[src/rtl/cmpwd_pkg.sv]
`timescale 1ns/1ps
package cmpwd_pkg;
  // main-region byte addresses
  localparam int unsigned ADR_CTRL = 32'h00;
  localparam int unsigned ADR_PER  = 32'h08;
  localparam int unsigned ADR_DLO  = 32'h10;
  localparam int unsigned ADR_DHI  = 32'h14;
  // service-region byte address
  localparam int unsigned ADR_KICK = 32'h00;

  // control/status bit positions
  localparam int unsigned CS_EN   = 0;
  localparam int unsigned CS_WARN = 1;
  localparam int unsigned CS_RST  = 2;

  typedef enum logic [1:0] {
    ST_IDLE  = 2'd0,
    ST_WARN  = 2'd1,
    ST_RESET = 2'd2
  } stage_t;

  typedef struct packed {
    logic ctrl;
    logic per;
    logic dlo;
    logic dhi;
    logic kick;
  } wstb_t;
endpackage

[src/rtl/cmpwd_rst_sync.sv]
`timescale 1ns/1ps
module cmpwd_rst_sync #(
  parameter int unsigned STAGES = 2
) (
  input  logic clk,
  input  logic arst_n,
  output logic srst_n
);
  logic [STAGES-1:0] sync_q;

  always_ff @(posedge clk or negedge arst_n) begin
    if (!arst_n) sync_q <= '0;
    else         sync_q <= {sync_q[STAGES-2:0], 1'b1};
  end

  assign srst_n = sync_q[STAGES-1];
endmodule

[src/rtl/cmpwd_regif.sv]
`timescale 1ns/1ps
module cmpwd_regif
  import cmpwd_pkg::*;
#(
  parameter int unsigned DATA_W = 32,
  parameter int unsigned ADDR_W = 5,
  localparam int unsigned CNT_W = 2 * DATA_W
) (
  input  logic              clk,
  input  logic              rst_n,
  input  logic              bus_sel_kick,
  input  logic              bus_wr,
  input  logic [ADDR_W-1:0] bus_addr,
  input  logic              en_q,
  input  logic              warn,
  input  logic              rst_req,
  input  logic [DATA_W-1:0] per_q,
  input  logic [CNT_W-1:0]  dl_q,
  output wstb_t             wstb,
  output logic [DATA_W-1:0] bus_rdata
);
  logic main_wr;
  logic kick_wr;
  logic hit_ctrl, hit_per, hit_dlo, hit_dhi, hit_kick;

  assign hit_ctrl = (bus_addr == ADDR_W'(ADR_CTRL));
  assign hit_per  = (bus_addr == ADDR_W'(ADR_PER));
  assign hit_dlo  = (bus_addr == ADDR_W'(ADR_DLO));
  assign hit_dhi  = (bus_addr == ADDR_W'(ADR_DHI));
  assign hit_kick = (bus_addr == ADDR_W'(ADR_KICK));

  assign main_wr = bus_wr & ~bus_sel_kick;
  assign kick_wr = bus_wr &  bus_sel_kick;

  always_comb begin
    wstb.ctrl = main_wr & hit_ctrl;
    wstb.per  = main_wr & hit_per;
    wstb.dlo  = main_wr & hit_dlo;
    wstb.dhi  = main_wr & hit_dhi;
    wstb.kick = kick_wr & hit_kick;
  end

  always_comb begin
    bus_rdata = '0;
    if (!bus_sel_kick) begin
      if (hit_ctrl) begin
        bus_rdata[CS_EN]   = en_q;
        bus_rdata[CS_WARN] = warn;
        bus_rdata[CS_RST]  = rst_req;
      end else if (hit_per) begin
        bus_rdata = per_q;
      end else if (hit_dlo) begin
        bus_rdata = dl_q[DATA_W-1:0];
      end else if (hit_dhi) begin
        bus_rdata = dl_q[CNT_W-1:DATA_W];
      end
    end
  end

  // at most one register is written per cycle
  p_one_strobe_r9: assert property (@(posedge clk) disable iff (!rst_n)
    $onehot0(wstb));

  // the service region never returns data
  p_kick_reads_zero_r10: assert property (@(posedge clk) disable iff (!rst_n)
    bus_sel_kick |-> (bus_rdata == '0));
endmodule

[src/rtl/cmpwd_cmp.sv]
`timescale 1ns/1ps
module cmpwd_cmp
  import cmpwd_pkg::*;
#(
  parameter int unsigned DATA_W = 32,
  localparam int unsigned CNT_W = 2 * DATA_W
) (
  input  logic              clk,
  input  logic              rst_n,
  input  logic [CNT_W-1:0]  sys_cnt,
  input  wstb_t             wstb,
  input  logic [DATA_W-1:0] wdata,
  input  logic              reload,
  output logic [DATA_W-1:0] per_q,
  output logic [CNT_W-1:0]  dl_q,
  output logic              expire
);
  logic [DATA_W-1:0] per_d;
  logic              per_en;
  logic [CNT_W-1:0]  dl_d;
  logic              dl_en;
  logic [CNT_W-1:0]  dl_sum;
  logic              load_sum;

  // period next state: a write takes effect in the same cycle's reload sum
  always_comb begin
    per_en = wstb.per;
    per_d  = per_q;
    if (per_en) per_d = wdata;
  end

  assign dl_sum   = sys_cnt + CNT_W'(per_d);
  assign load_sum = wstb.per | wstb.kick | reload;

  always_comb begin
    dl_en = load_sum | wstb.dlo | wstb.dhi;
    dl_d  = dl_q;
    if (load_sum) begin
      dl_d = dl_sum;
    end else begin
      if (wstb.dlo) dl_d[DATA_W-1:0]     = wdata;
      if (wstb.dhi) dl_d[CNT_W-1:DATA_W] = wdata;
    end
  end

  always_ff @(posedge clk or negedge rst_n) begin
    if (!rst_n)      per_q <= '0;
    else if (per_en) per_q <= per_d;
  end

  always_ff @(posedge clk or negedge rst_n) begin
    if (!rst_n)     dl_q <= '0;
    else if (dl_en) dl_q <= dl_d;
  end

  assign expire = (sys_cnt >= dl_q);

  // period write places the deadline one period past the sampled count
  p_per_load_r2: assert property (@(posedge clk) disable iff (!rst_n)
    wstb.per |=> (dl_q == $past(sys_cnt) + CNT_W'($past(wdata))));

  // a high-half write lands only in the upper word
  p_dhi_write_r3: assert property (@(posedge clk) disable iff (!rst_n)
    wstb.dhi |=> (dl_q[CNT_W-1:DATA_W] == $past(wdata)) &&
                 (dl_q[DATA_W-1:0] == $past(dl_q[DATA_W-1:0])));

  // service reload uses the unchanged period
  p_kick_reload_r6: assert property (@(posedge clk) disable iff (!rst_n)
    wstb.kick |=> (dl_q == $past(sys_cnt) + CNT_W'(per_q)) && $stable(per_q));
endmodule

[src/rtl/cmpwd_stage.sv]
`timescale 1ns/1ps
module cmpwd_stage
  import cmpwd_pkg::*;
(
  input  logic  clk,
  input  logic  rst_n,
  input  wstb_t wstb,
  input  logic  wr_en_bit,
  input  logic  expire,
  output logic  en_q,
  output logic  warn,
  output logic  rst_req,
  output logic  reload
);
  stage_t state_q, state_d;
  logic   en_d;
  logic   en_rise;
  logic   bus_busy;
  logic   take;
  logic   clear;

  assign bus_busy = |wstb;
  assign en_d     = wstb.ctrl ? wr_en_bit : en_q;
  assign en_rise  = wstb.ctrl & wr_en_bit & ~en_q;
  assign clear    = wstb.kick | (wstb.ctrl & ~wr_en_bit);
  assign take     = en_q & expire & ~bus_busy;

  always_comb begin
    state_d = state_q;
    if (clear) begin
      state_d = ST_IDLE;
    end else if (take) begin
      unique case (state_q)
        ST_IDLE:  state_d = ST_WARN;
        ST_WARN:  state_d = ST_RESET;
        ST_RESET: state_d = ST_RESET;
        default:  state_d = ST_IDLE;
      endcase
    end
  end

  assign reload = en_rise | (take & (state_q == ST_IDLE));

  always_ff @(posedge clk or negedge rst_n) begin
    if (!rst_n)         en_q <= 1'b0;
    else if (wstb.ctrl) en_q <= en_d;
  end

  always_ff @(posedge clk or negedge rst_n) begin
    if (!rst_n) state_q <= ST_IDLE;
    else        state_q <= state_d;
  end

  assign warn    = (state_q != ST_IDLE);
  assign rst_req = (state_q == ST_RESET);

  // a disabled watchdog sits in the idle stage
  p_off_quiet_r7: assert property (@(posedge clk) disable iff (!rst_n)
    !en_q |-> !warn && !rst_req);

  // a service write clears both stages
  p_kick_clear_r6: assert property (@(posedge clk) disable iff (!rst_n)
    wstb.kick |=> !warn && !rst_req);

  // reset request only follows a warning and then holds
  p_rst_after_warn_r5: assert property (@(posedge clk) disable iff (!rst_n)
    $rose(rst_req) |-> $past(warn));
  p_rst_sticky_r5: assert property (@(posedge clk) disable iff (!rst_n)
    rst_req && !wstb.kick && !wstb.ctrl |=> rst_req);

  // a register write in the idle stage never raises the warning
  p_busy_no_take_r9: assert property (@(posedge clk) disable iff (!rst_n)
    bus_busy && !warn |=> !warn);
endmodule

[src/rtl/cmpwd_top.sv]
`timescale 1ns/1ps
module cmpwd_top
  import cmpwd_pkg::*;
#(
  parameter int unsigned DATA_W = 32,
  parameter int unsigned ADDR_W = 5,
  localparam int unsigned CNT_W = 2 * DATA_W
) (
  input  logic              clk,
  input  logic              rst_n,
  input  logic [CNT_W-1:0]  sys_cnt,
  input  logic              bus_sel_kick,
  input  logic              bus_wr,
  input  logic [ADDR_W-1:0] bus_addr,
  input  logic [DATA_W-1:0] bus_wdata,
  output logic [DATA_W-1:0] bus_rdata,
  output logic              warn_o,
  output logic              rstreq_o
);
  logic              srst_n;
  wstb_t             wstb;
  logic              en_q;
  logic              warn;
  logic              rst_req;
  logic              reload;
  logic              expire;
  logic [DATA_W-1:0] per_q;
  logic [CNT_W-1:0]  dl_q;

  cmpwd_rst_sync #(.STAGES(2)) u_rst (
    .clk    (clk),
    .arst_n (rst_n),
    .srst_n (srst_n)
  );

  cmpwd_regif #(.DATA_W(DATA_W), .ADDR_W(ADDR_W)) u_regif (
    .clk          (clk),
    .rst_n        (srst_n),
    .bus_sel_kick (bus_sel_kick),
    .bus_wr       (bus_wr),
    .bus_addr     (bus_addr),
    .en_q         (en_q),
    .warn         (warn),
    .rst_req      (rst_req),
    .per_q        (per_q),
    .dl_q         (dl_q),
    .wstb         (wstb),
    .bus_rdata    (bus_rdata)
  );

  cmpwd_cmp #(.DATA_W(DATA_W)) u_cmp (
    .clk     (clk),
    .rst_n   (srst_n),
    .sys_cnt (sys_cnt),
    .wstb    (wstb),
    .wdata   (bus_wdata),
    .reload  (reload),
    .per_q   (per_q),
    .dl_q    (dl_q),
    .expire  (expire)
  );

  cmpwd_stage u_stage (
    .clk       (clk),
    .rst_n     (srst_n),
    .wstb      (wstb),
    .wr_en_bit (bus_wdata[CS_EN]),
    .expire    (expire),
    .en_q      (en_q),
    .warn      (warn),
    .rst_req   (rst_req),
    .reload    (reload)
  );

  assign warn_o   = warn;
  assign rstreq_o = rst_req;

  // the warning rises only from an enabled, expired, quiet cycle
  p_warn_cause_r4: assert property (@(posedge srst_n ? clk : 1'b0) disable iff (!srst_n)
    $rose(warn_o) |-> $past(en_q) && $past(expire) && !$past(|wstb));
endmodule

[config.mk]
export PLATFORM = sky130hd
export DESIGN_NAME = cmpwd_top
export DESIGN_NICKNAME = d
export VERILOG_FILES = /design/src/rtl/cmpwd_pkg.sv /design/src/rtl/cmpwd_rst_sync.sv /design/src/rtl/cmpwd_regif.sv /design/src/rtl/cmpwd_cmp.sv /design/src/rtl/cmpwd_stage.sv /design/src/rtl/cmpwd_top.sv
export SDC_FILE = /design/constraint.sdc
export NUM_CORES = 1
export LEC_CHECK = 0
export BUFFER_PORTS_ARGS = -buffer_cell sky130_fd_sc_hd__buf_4
export CAP_MARGIN = 20
export CELL_PAD_IN_SITES_DETAIL_PLACEMENT = 0
export CELL_PAD_IN_SITES_GLOBAL_PLACEMENT = 1
export CORE_ASPECT_RATIO = 1.75
export CORE_UTILIZATION = 48
export DETAILED_ROUTE_END_ITERATION = 8
export PLACE_DENSITY = 0.85
export SYNTH_ARGS = -nofsm -noshare
export SYNTH_HDL_FRONTEND = slang
export SYNTH_HIERARCHICAL = 1
export SYNTH_SLANG_ARGS = --single-unit
[constraint.sdc]
create_clock -name clk -period 7.33 [get_ports clk]
set_input_delay 1.0995 -clock clk [delete_from_list [all_inputs] [get_ports clk]]
set_output_delay 1.0995 -clock clk [all_outputs]
set_load 0.01 [all_outputs]
==> reports/qor.csv <==
metric;value;unit
fin_skew;14.93;ps
die_w;111.9;um
vias;9616;
crit_path_start_kind;input pin;
slowest_delay;810;ps
h-tree-depth;3;
fin_cells;1529;
status;finished, violations left;
violations;DRC;
dpl.cell_count;1513;
cts.repair.resized;0;
cpMostUsedCell;buf_4;
synth_edf_count;0;
area_delta_synth_final;14.35;%
final_nets;1476;
cp-startpoint;bus_addr[2];
clock_sinks;101;
cp_max_fo;36;
rsz0062_at_grt;no;
clkTransAtPathRegs;70;ps
cts_hold_buffers;0;
max_freq;0.1674;GHz
slowest_stage;a21o_1;
fin_setup_tns;0;ps
ant_nets;0;
design.core.area;20850;um^2
criticalPathCategory;input pin to register;
drive_above_1_share;0.2067;
drt-initial-drc-count;563;
cts_tree;done;
globalplace.congestion;0.9507;
syn_avg_cell_area;8.558;um^2
r2r-end;u_cmp/dl_q[39];
rr_startpoint;u_cmp/dl_q[0];
worst_setup_path_end_kind;register;
rows;70;
cap_violations;0;
slew_viol_final;0;
worstMarginPinSlew;947.5;ps
gr-total-overflow;0;
r2r_cells;15;
boundaryPins;139;
synth_cell_types;77;
drc;8;
synthTopCellsByArea;dfrtp_1 (25%), ha_1 (12%), mux2_2 (7.1%), a21oi_1 (4.9%), inv_1 (3.4%);
synth_flop_cell;dfrtp_1;
numCtsBuffers;9;
finalPower;2871;uW
dpl.hpwl;24.96;mm
wl_per_cell;21.51;um
timing.final.crit_share;0.8150;
synth_largest_area_cell;dfrtp_1;
synthCells;1185;
syn_nets;1389;
hold_violations;0;
min_period;5974;ps
required;7610;ps
diodes;0;
async_flop_share;1.000;
synth.cell_area;10140;um^2
hold_path.class;register to asynchronous set/reset pin;
arrival;6260;ps
layout_common_cells;buf_4 (152), dfrtp_1 (100), a21oi_1 (99);
dieArea;21740;um^2
drt_first_pass_iters;9;
grt_max_degree;63;
ys_ff_latch;101;
cp_cell_sequence;buf_4 > nor4_4 > nand2_1 > buf_4 > nor2_4 > buf_4 > mux2_2 > ha_1 > fa_1 > a21o_1 > a221o_1 > a21oi_1 > o2111ai_1 > a221oi_2 > a21o_1 > o21ai_0 > a31oi_1;
clk_latency;370;ps
ys_seq_area_frac;0.2492;
wl;32.88;mm
cts_root_buf;clkbuf_16;
yosys.area.top_type_share;0.2492;
power_density;247.6;nW/um^2
r2r_slack;2850;ps
die_height;194.3;um
antenna_found_initial;0;
clk_path_buf_depth;2;
whs;349.9;ps
vias_per_cell;6.289;
grt_pass1_wl;51.29;mm
portBuffers;138;
start_util;0.4865;
leakagePower;0.005501;uW
setup_violations;0;
postCtsSetupBuffers;0;
relSlewSlack;0.3683;
ir_drop;129.4;uV
final_common_cell;buf_4;
grt_pass1_vias;9491;
yosys_warnings;6;
grt_usage;0.3042;
-- Yosys cell counts (3+ instances only) --
| cell type | instances |
|---|---|
| o211ai_1 | 12 |
| o21ai_0 | 53 |
| nand4_1 | 19 |
| buf_6 | 4 |
| nand3b_1 | 30 |
| and3_1 | 37 |
| a21o_1 | 39 |
| buf_1 | 5 |
| a311oi_1 | 3 |
| or4_1 | 14 |
| o211a_1 | 28 |
| a221oi_1 | 3 |
| nor3_1 | 9 |
| a31oi_1 | 26 |
| buf_4 | 6 |
| xnor2_1 | 21 |
| a211oi_1 | 5 |
| nand2b_1 | 6 |
| o21a_1 | 6 |
| buf_2 | 15 |
| xor2_1 | 12 |
| clkbuf_1 | 45 |
| ha_1 | 98 |
| mux2i_1 | 33 |
| nand2_1 | 87 |
| o31ai_1 | 14 |
| inv_1 | 92 |
| o221a_1 | 25 |
| and2_1 | 4 |
| nand3_1 | 33 |
| nor2_1 | 50 |
| or3_1 | 7 |
| o21bai_1 | 8 |
| dfrtp_1 | 101 |
| a21oi_1 | 100 |
| mux2_2 | 64 |
| o221a_2 | 4 |
| nor2b_1 | 6 |
| nor4b_1 | 4 |
| nor4_1 | 12 |
-- cell families (layout without fill, tap and decap cells) --
family,Yosys count,after routing,synth area share
other,1,1,0.0003698
buffers and inverters,169,261,0.06996
AND/OR/NAND/NOR,333,333,0.1812
XOR/XNOR,33,33,0.02850
multiplexers,97,97,0.1036
flip-flops,101,101,0.2492
adder cells (fa/ha/maj),99,99,0.1229
AO/OA/AOI/OAI,352,352,0.2442
-- where the power goes --
part           internal, uW  switching (uW)  leakage [uW]
clock network           301             245      0.000152
registers               759             160       0.00121
logic                   625             781       0.00414
-- per-stage QoR --
stage          setup WS [ps]  cell area [um^2]    util
2_1_floorplan           1744             10140       -
3_3_place_gp            1211             11270  0.5408
3_5_place_dp            1044             11270  0.5408
4_1_cts                 1419             11600  0.5563
5_1_grt                 1110             11600  0.5563
6_report                1356             11600  0.5563
-- worst max path at each step --
stage | slack (ps) | cells after the start | endpoint
6_report | 1360 | 17 | u_cmp/dl_q[38]
4_1_cts | 1420 | 17 | u_cmp/dl_q[38]
3_5_place_dp | 1040 | 17 | u_cmp/dl_q[38]
2_1_floorplan | 1740 | 17 | u_cmp/dl_q[28]
5_1_grt | 1110 | 17 | u_cmp/dl_q[38]
3_3_place_gp | 1210 | 17 | u_cmp/dl_q[38]
-- area by class of cell --
type                            count  area, um^2
Clock buffer                        9       225.2
Clock inverter                      7       97.59
Fill cell                        2013        9249
Inverter                           93       349.1
Multi-Input combinational cell    915        6937
Sequential cell                   101        2531
Tap cell                          252       315.3
Timing Repair Buffer              152        1141
-- critical path, delay by kind of cell --
kind,cells,cell delay [ps]
compound gates,8,2770
simple gates,3,600
fa+ha+maj,2,610
mux,1,380
buf+inv,3,760
-- metal layers --
layer,share of wire,vias to the layer above,global-route usage,routed length [um]
li1,-,4573,-,-
met1,0.42,4672,0.3729,13740
met2,0.50,302,0.5316,16460
met3,0.042,69,0.02720,1370
met4,0.040,0,0.1451,1318
met5,0,-,0,0
-- state kept, by name, indices dropped and copies added (netlist names) --
signal,cells
u_cmp/dl_q,64
u_rst/sync_q,2
u_stage/state_q,2
u_cmp/per_q,32
u_stage/en_q,1
No activity file was read; power rests on OpenSTA's default activity.
